<file path="src/rtl/cdisp_pkg.sv">
package cdisp_pkg;

  typedef enum logic [3:0] {
    OP_NONE, OP_CLEAR, OP_HOME, OP_ENTRY, OP_DISPCTL, OP_SHIFT,
    OP_FUNC, OP_SETCG, OP_SETDD, OP_WDATA, OP_RDATA, OP_STATUS
  } op_e;

  localparam logic [7:0] BLANK_CODE = 8'h20;

  // One-step move of the shift offset, modulo len
  function automatic logic [5:0] ofs_move(input logic [5:0] ofs, input logic left,
                                          input int unsigned len);
    logic [5:0] last;
    last = 6'(len - 1);
    if (left) return (ofs == last) ? 6'd0 : ofs + 6'd1;
    else      return (ofs == 6'd0) ? last : ofs - 6'd1;
  endfunction

endpackage

</file>
<file path="src/rtl/cdisp_decode.sv">
module cdisp_decode
  import cdisp_pkg::*;
(
  input  logic       rs,
  input  logic       rw,
  input  logic [7:0] d,
  output op_e        op
);
  always_comb begin
    op = OP_NONE;
    if (rw) begin
      op = rs ? OP_RDATA : OP_STATUS;
    end else if (rs) begin
      op = OP_WDATA;
    end else if (d[7]) op = OP_SETDD;
    else if (d[6])     op = OP_SETCG;
    else if (d[5])     op = OP_FUNC;
    else if (d[4])     op = OP_SHIFT;
    else if (d[3])     op = OP_DISPCTL;
    else if (d[2])     op = OP_ENTRY;
    else if (d[1])     op = OP_HOME;
    else if (d[0])     op = OP_CLEAR;
  end
endmodule

</file>
<file path="src/rtl/cdisp_addr_step.sv">
module cdisp_addr_step #(
  parameter int LINE_LEN = 40
) (
  input  logic [6:0] ac,
  input  logic       cg_sel,
  input  logic       up,
  output logic [6:0] nxt
);
  localparam logic [5:0] LAST_COL = 6'(LINE_LEN - 1);

  logic [5:0] col;
  logic       line;

  assign col  = ac[5:0];
  assign line = ac[6];

  always_comb begin
    if (cg_sel) begin
      nxt = {1'b0, up ? col + 6'd1 : col - 6'd1};
    end else if (up) begin
      nxt = (col == LAST_COL) ? {~line, 6'd0} : {line, col + 6'd1};
    end else begin
      nxt = (col == 6'd0) ? {~line, LAST_COL} : {line, col - 6'd1};
    end
  end
endmodule

</file>
<file path="src/rtl/cdisp_ram.sv">
module cdisp_ram #(
  parameter int DEPTH = 64,
  parameter int DW    = 8,
  localparam int AW   = $clog2(DEPTH)
) (
  input  logic          clk,
  input  logic          we,
  input  logic [AW-1:0] waddr,
  input  logic [DW-1:0] wdata,
  input  logic [AW-1:0] raddr,
  output logic [DW-1:0] rdata
);
  logic [DW-1:0] mem [DEPTH];

  always_ff @(posedge clk) begin
    if (we) mem[waddr] <= wdata;
  end

  assign rdata = mem[raddr];
endmodule

</file>
<file path="src/rtl/chardisp_ctrl.sv">
module chardisp_ctrl
  import cdisp_pkg::*;
#(
  parameter int LINE_LEN   = 40,
  parameter int BLINK_HALF = 125_000_000
) (
  input  logic       clk,
  input  logic       rst_n,
  input  logic       acc_valid,
  input  logic       acc_rs,
  input  logic       acc_rw,
  input  logic [7:0] acc_wdata,
  output logic [7:0] rd_data,
  output logic       busy,
  output logic       disp_on,
  output logic       cursor_on,
  output logic       blink_on,
  output logic       blink_phase,
  output logic       bus_8bit,
  output logic [1:0] bright_code,
  output logic [5:0] shift_ofs,
  output logic [6:0] cursor_addr
);
  localparam int DD_CHARS = 2 * LINE_LEN;
  localparam int DD_AW    = $clog2(DD_CHARS);
  localparam int CG_DEPTH = 64;
  localparam int CG_AW    = $clog2(CG_DEPTH);
  localparam int BLINK_W  = $clog2(BLINK_HALF) + 1;
  localparam logic [DD_AW-1:0]   FILL_LAST  = DD_AW'(DD_CHARS - 1);
  localparam logic [BLINK_W-1:0] BLINK_LAST = BLINK_W'(BLINK_HALF - 1);

  // reset: asserted asynchronously, released on a clock edge
  logic [1:0] rst_sync_q;
  logic       rst_n_s;
  always_ff @(posedge clk or negedge rst_n) begin
    if (!rst_n) rst_sync_q <= 2'b00;
    else        rst_sync_q <= {rst_sync_q[0], 1'b1};
  end
  assign rst_n_s = rst_sync_q[1];

  // state
  logic [6:0]         ac_q, ac_d;
  logic               sel_cg_q, sel_cg_d;
  logic               inc_q, inc_d, shen_q, shen_d;
  logic               disp_q, disp_d, cur_q, cur_d, blk_q, blk_d;
  logic               if8_q, if8_d;
  logic [1:0]         bri_q, bri_d;
  logic               pend_q, pend_d;
  logic [5:0]         ofs_q, ofs_d;
  logic               clr_q, clr_d;
  logic [DD_AW-1:0]   fill_q, fill_d;
  logic [7:0]         rd_q, rd_d;
  logic [BLINK_W-1:0] bcnt_q, bcnt_d;
  logic               bph_q, bph_d;

  // decode and address stepping
  op_e        op;
  logic       step_up;
  logic [6:0] ac_step;

  cdisp_decode u_dec (.rs(acc_rs), .rw(acc_rw), .d(acc_wdata), .op(op));

  assign step_up = (op == OP_SHIFT) ? acc_wdata[2] : inc_q;

  cdisp_addr_step #(.LINE_LEN(LINE_LEN)) u_step (
    .ac(ac_q), .cg_sel(sel_cg_q), .up(step_up), .nxt(ac_step)
  );

  // RAM ports
  logic             dd_we, cg_we;
  logic [DD_AW-1:0] dd_waddr, dd_idx;
  logic [7:0]       dd_wdata, dd_rdata, cg_rdata;

  assign dd_idx = ac_q[6] ? DD_AW'(LINE_LEN) + DD_AW'(ac_q[5:0]) : DD_AW'(ac_q[5:0]);

  cdisp_ram #(.DEPTH(DD_CHARS), .DW(8)) u_ddram (
    .clk(clk), .we(dd_we), .waddr(dd_waddr), .wdata(dd_wdata),
    .raddr(dd_idx), .rdata(dd_rdata)
  );

  cdisp_ram #(.DEPTH(CG_DEPTH), .DW(8)) u_cgram (
    .clk(clk), .we(cg_we), .waddr(ac_q[CG_AW-1:0]), .wdata(acc_wdata),
    .raddr(ac_q[CG_AW-1:0]), .rdata(cg_rdata)
  );

  // next state
  always_comb begin
    ac_d = ac_q;  sel_cg_d = sel_cg_q;  inc_d = inc_q;  shen_d = shen_q;
    disp_d = disp_q;  cur_d = cur_q;  blk_d = blk_q;  if8_d = if8_q;
    bri_d = bri_q;  pend_d = pend_q;  ofs_d = ofs_q;  clr_d = clr_q;
    fill_d = fill_q;  rd_d = rd_q;
    dd_we = 1'b0;  dd_waddr = dd_idx;  dd_wdata = acc_wdata;  cg_we = 1'b0;

    if (clr_q) begin
      dd_we    = 1'b1;
      dd_waddr = fill_q;
      dd_wdata = BLANK_CODE;
      fill_d   = fill_q + 1'b1;
      if (fill_q == FILL_LAST) clr_d = 1'b0;
    end

    if (acc_valid) begin
      if (op == OP_STATUS) begin
        rd_d = {clr_q, ac_q};
      end else if (!clr_q) begin
        if (!acc_rw) pend_d = 1'b0;
        case (op)
          OP_CLEAR: begin
            clr_d = 1'b1;  fill_d = '0;  ac_d = '0;
            sel_cg_d = 1'b0;  ofs_d = '0;  inc_d = 1'b1;
          end
          OP_HOME: begin
            ac_d = '0;  sel_cg_d = 1'b0;  ofs_d = '0;
          end
          OP_ENTRY: begin
            inc_d = acc_wdata[1];  shen_d = acc_wdata[0];
          end
          OP_DISPCTL: begin
            disp_d = acc_wdata[2];  cur_d = acc_wdata[1];  blk_d = acc_wdata[0];
          end
          OP_SHIFT: begin
            if (acc_wdata[3]) ofs_d = ofs_move(ofs_q, ~acc_wdata[2], LINE_LEN);
            else              ac_d  = ac_step;
          end
          OP_FUNC: begin
            if8_d = acc_wdata[4];  pend_d = 1'b1;
          end
          OP_SETCG: begin
            ac_d = {1'b0, acc_wdata[5:0]};  sel_cg_d = 1'b1;
          end
          OP_SETDD: begin
            if (acc_wdata[5:0] < 6'(LINE_LEN)) begin
              ac_d = acc_wdata[6:0];  sel_cg_d = 1'b0;
            end
          end
          OP_WDATA: begin
            if (pend_q) begin
              bri_d = acc_wdata[1:0];
            end else if (sel_cg_q) begin
              cg_we = 1'b1;  ac_d = ac_step;
            end else begin
              dd_we = 1'b1;  ac_d = ac_step;
              if (shen_q) ofs_d = ofs_move(ofs_q, inc_q, LINE_LEN);
            end
          end
          OP_RDATA: begin
            rd_d = sel_cg_q ? cg_rdata : dd_rdata;
            ac_d = ac_step;
          end
          default: ;
        endcase
      end
    end

    // blink phase generator
    if (!blk_d) begin
      bcnt_d = '0;  bph_d = 1'b0;
    end else if (bcnt_q == BLINK_LAST) begin
      bcnt_d = '0;  bph_d = ~bph_q;
    end else begin
      bcnt_d = bcnt_q + 1'b1;  bph_d = bph_q;
    end
  end

  // registers
  always_ff @(posedge clk or negedge rst_n_s) begin
    if (!rst_n_s) begin
      ac_q <= '0;  sel_cg_q <= 1'b0;  inc_q <= 1'b1;  shen_q <= 1'b0;
      disp_q <= 1'b0;  cur_q <= 1'b0;  blk_q <= 1'b0;  if8_q <= 1'b1;
      bri_q <= 2'b00;  pend_q <= 1'b0;  ofs_q <= '0;  clr_q <= 1'b1;
      fill_q <= '0;  rd_q <= '0;  bcnt_q <= '0;  bph_q <= 1'b0;
    end else begin
      ac_q <= ac_d;  sel_cg_q <= sel_cg_d;  inc_q <= inc_d;  shen_q <= shen_d;
      disp_q <= disp_d;  cur_q <= cur_d;  blk_q <= blk_d;  if8_q <= if8_d;
      bri_q <= bri_d;  pend_q <= pend_d;  ofs_q <= ofs_d;  clr_q <= clr_d;
      fill_q <= fill_d;  rd_q <= rd_d;  bcnt_q <= bcnt_d;  bph_q <= bph_d;
    end
  end

  assign rd_data     = rd_q;
  assign busy        = clr_q;
  assign disp_on     = disp_q;
  assign cursor_on   = cur_q;
  assign blink_on    = blk_q;
  assign blink_phase = bph_q;
  assign bus_8bit    = if8_q;
  assign bright_code = bri_q;
  assign shift_ofs   = ofs_q;
  assign cursor_addr = ac_q;
endmodule

</file>
<file path="config.mk">
export PLATFORM = sky130hd
export DESIGN_NAME = chardisp_ctrl
export DESIGN_NICKNAME = d
export VERILOG_FILES = /design/src/rtl/cdisp_pkg.sv /design/src/rtl/cdisp_decode.sv /design/src/rtl/cdisp_addr_step.sv /design/src/rtl/cdisp_ram.sv /design/src/rtl/chardisp_ctrl.sv
export SDC_FILE = /design/constraint.sdc
export NUM_CORES = 1
export LEC_CHECK = 0
export ABC_CLOCK_PERIOD_IN_PS = 4100
export BUFFER_PORTS_ARGS = -buffer_cell sky130_fd_sc_hd__buf_2
export CAP_MARGIN = 20
export CORE_MARGIN = 5
export CORE_UTILIZATION = 50
export DETAILED_ROUTE_END_ITERATION = 10
export PLACE_DENSITY_LB_ADDON = 0.15
export SLEW_MARGIN = 25
export SYNTH_ARGS = -nofsm -noshare
export SYNTH_HDL_FRONTEND = slang
export SYNTH_SLANG_ARGS = --single-unit
</file>
<file path="constraint.sdc">
create_clock -name clk -period 4.1 [get_ports clk]
set_input_delay 0.41 -clock clk [delete_from_list [all_inputs] [get_ports clk]]
set_output_delay 0.41 -clock clk [all_outputs]
set_load 0.03 [all_outputs]
</file>
==> impl_metrics.py <==
metrics = {
    "logic_synthesis": {
        "seq_area_frac_synth_pct": 73.4,
        "syn_nets": 3140,
        "synth_cell_types": 84,
        "synth_edf_count": 1152,
        "synthCells": 3118,
        "syn_area_um2": 49600,
        "synth-async-reset-ratio_pct": 5.73,
        "ys.flop_type": "edfxtp_1",
        "yosys_warnings": 0,
        "synth-seq-cells": 1222,
        "syn_area_per_cell_um2": 15.9,
    },
    "clock_network": {
        "clock_sinks": 1222,
        "clk_pin_slew_ps": 60,
        "cts_root_buffer": "clkbuf_16",
        "ctsResizeCount": 0,
        "cts_buffer_depth": 3,
        "cts_tree": "done",
        "clock_latency_ps": 750,
        "cts_setup_buffers": 0,
        "cts_htree_levels": 4,
        "cts_made_buffers": 130,
    },
    "placed_design": {
        "gp_congestion": 0.966,
        "portBuffers": 41,
        "hpwlAfterDp_mm": 99.4,
    },
    "timing": {
        "fmaxAchievable_mhz": 264,
        "slew-limit-headroom_pct": 26.2,
        "hold_viol_final": 0,
        "holdWs_ps": 160,
        "worst_pin_slew_ps": 1100,
        "finalCriticalPeriod_ps": 3790,
        "finalMaxSlewViolations": 0,
        "rsz0062_at_grt": "false",
        "finalSetupTns_ps": 0,
        "setup_viol": 0,
        "fin_skew_ps": 27.9,
        "min_period_over_period_pct": 92.4,
    },
    "power": {
        "leakagePower_nw": 18.8,
        "p_per_area_nw_per_um2": 615,
        "vdd_drop_max_mv": 0.479,
    },
    "critical_path": {
        "startpoint": "cursor_addr[0]",
        "cp_max_fo": 42,
        "crit_arrival_ps": 4450,
        "crit_type": "flop to flop",
        "startpoint_type": "flop",
        "required_ps": 4760,
        "slowest_delay_ps": 1000,
        "reg2reg_depth": 8,
        "reg2reg_to": "rd_data[1]",
        "r2r_slack_ps": 310,
        "critical_path.cell_chain": "nor2b_4 -> buf_12 -> a221oi_1 -> o221ai_1 -> o21ai_0 -> o22ai_1 -> nor4_1 -> a211oi_1",
        "reg2reg_from": "cursor_addr[0]",
        "cp-end-kind": "flop",
        "crit_slowest_cell": "dfrtp_4",
        "endpoint": "rd_data[1]",
    },
    "routing": {
        "antenna_left": 0,
        "wire_per_inst_um": 32.9,
        "drt_pass1_iterations": 7,
        "vias": 31700,
        "drtIter0Drc": 5185,
        "viasPerCell": 6.65,
        "wirelength_mm": 157,
        "drc": 0,
    },
    "floorplan": {
        "dieArea_um2": 105000,
        "die_x_um": 325,
        "design.core.area_um2": 98400,
        "fp-row-count": 115,
        "start_util_pct": 50.3,
        "io_pins": 42,
        "fp.dieH_um": 325,
    },
    "global_route": {
        "grt_remaining_overflow": 0,
        "grt_pass1_vias": 30800,
        "track_usage_pct": 29.2,
        "antenna_found_initial": 7,
        "grt_max_degree": 81,
        "grt_pass1_wl_mm": 225,
    },
    "final_layout": {
        "final_cell_mix": "edfxtp_1, nor2_1, buf_4, nand2_1, mux2i_1",
        "area_growth_pct": 15.2,
        "final_common_cell": "edfxtp_1",
        "nNetsFinal": 3396,
        "drive_gt1_share_pct": 20.5,
    },
    "hold_path": {
        "hp-start": "acc_rw",
        "hold_class": "input pin to flop",
    },
    "flow_run": {
        "max_cap_viol_count": 0,
    },
    "outcome": {
        "status": "finished, final reports clean",
    },
}
## registers in the layout, indices dropped and copies added, names as in the netlist, 2 cells and up
register,cells
rd_data,8
cursor_addr,7
u_cgram.mem,512
bcnt_q,28
u_ddram.mem,640
bright_code,2
shift_ofs,6
rst_sync_q,2
fill_q,7
## metal layers
metal  global-route usage [%]  part of all wire, %  vias up
li1                         -                    -    13000
met1                     42.2                   39    16000
met2                     42.8                   44     2250
met3                     7.85                   13      396
met4                     10.9                  4.4        2
met5                        0                0.027        -
## final cells by class
type,count,area [µm²]
Multi-Input combinational cell,1686,12400
Fill cell,7447,41300
Antenna cell,1,2.50
Tap cell,1287,1610
Inverter,25,95.1
Sequential cell,1222,36400
Clock buffer,169,3460
Timing Repair Buffer,309,2500
Clock inverter,62,616
## worst min-delay path by stage
stage / to / slack [ps] / depth (start not counted)
floorplan: rst_sync_q[0] / 110 / 0
global placement: rst_sync_q[0] / 190 / 1
detailed placement: rst_sync_q[0] / 200 / 1
CTS: pend_q / 120 / 3
global route: bus_8bit / 150 / 2
finish: pend_q / 160 / 3
## through the flow
step                area, µm²  worst slack, ps  util, %  cells  total power [W]
detailed placement      53000              320     53.8   4527           0.0237
floorplan               49600              427        -   3118           0.0194
global route            57100              263     58.0   4761           0.0360
CTS                     57100              301     58.0   4760           0.0349
global placement        53000              330     53.8   4527           0.0236
finish                  57100              313     58.0   4761           0.0351
## cell families after synthesis
| logic type | count (synthesis) | synth area share (%) |
|---|---|---|
| flops | 1222 | 73.4 |
| simple gates | 644 | 6.09 |
| other cells | 1 | 0.00757 |
| buf+inv | 210 | 1.90 |
| fa+ha+maj | 9 | 0.227 |
| mux | 299 | 7.73 |
| compound gates | 695 | 10.0 |
| xor+xnor | 38 | 0.672 |
## power breakdown
group	leakage, nW	total [W]	internal [W]	switching, W
registers	11.3	0.0143	0.0138	0.000417
logic	5.52	0.00948	0.00303	0.00645
clock network	1.98	0.0114	0.00654	0.00482
## repair_timing
item	CTS	global route
hold buffers	2	0
endpoints found under the setup margin	0	0
endpoints found under the hold margin	2	0
## cells in the mapped netlist, types with 7 or more instances
| cell | number | area (µm²) |
|---|---|---|
| edfxtp_1 | 1152 | 34600 |
| nor2_1 | 268 | 1010 |
| nand2_1 | 184 | 691 |
| mux2i_1 | 138 | 1380 |
| a21oi_1 | 132 | 661 |
| a221oi_1 | 117 | 1020 |
| o21ai_0 | 112 | 561 |
| mux2_2 | 104 | 1170 |
| clkbuf_1 | 89 | 334 |
| a22oi_1 | 68 | 510 |
| dfrtp_1 | 67 | 1680 |
| mux4_2 | 56 | 1260 |
| buf_2 | 52 | 260 |
| nand3_1 | 40 | 200 |
| a221o_1 | 31 | 310 |
| a22o_1 | 29 | 254 |
| o221ai_1 | 26 | 228 |
| buf_1 | 24 | 90.1 |
| o22ai_1 | 24 | 150 |
| inv_1 | 23 | 86.3 |
| nor3_1 | 21 | 105 |
| a31oi_1 | 20 | 125 |
| and3_1 | 20 | 125 |
| o2bb2ai_1 | 20 | 175 |
| xor2_1 | 20 | 175 |
| nor2_4 | 19 | 214 |
| buf_4 | 18 | 135 |
| xnor2_1 | 18 | 158 |
| nor2b_1 | 17 | 106 |
| a211oi_1 | 15 | 113 |
| o211ai_1 | 13 | 97.6 |
| nand2b_1 | 12 | 75.1 |
| ha_1 | 9 | 113 |
| nand4_1 | 9 | 56.3 |
| nor4_1 | 9 | 56.3 |
| a222oi_1 | 7 | 70.1 |
| a311oi_1 | 7 | 61.3 |
| and4_1 | 7 | 61.3 |
| o31ai_1 | 7 | 52.6 |
## critical path: cells and delay by family (launching register included)
family / cells / cell delay, ps
simple gates: 2 / 910
buf+inv: 1 / 280
compound gates: 5 / 1430
flops: 1 / 1000
No activity file was read; power rests on OpenSTA's default activity.
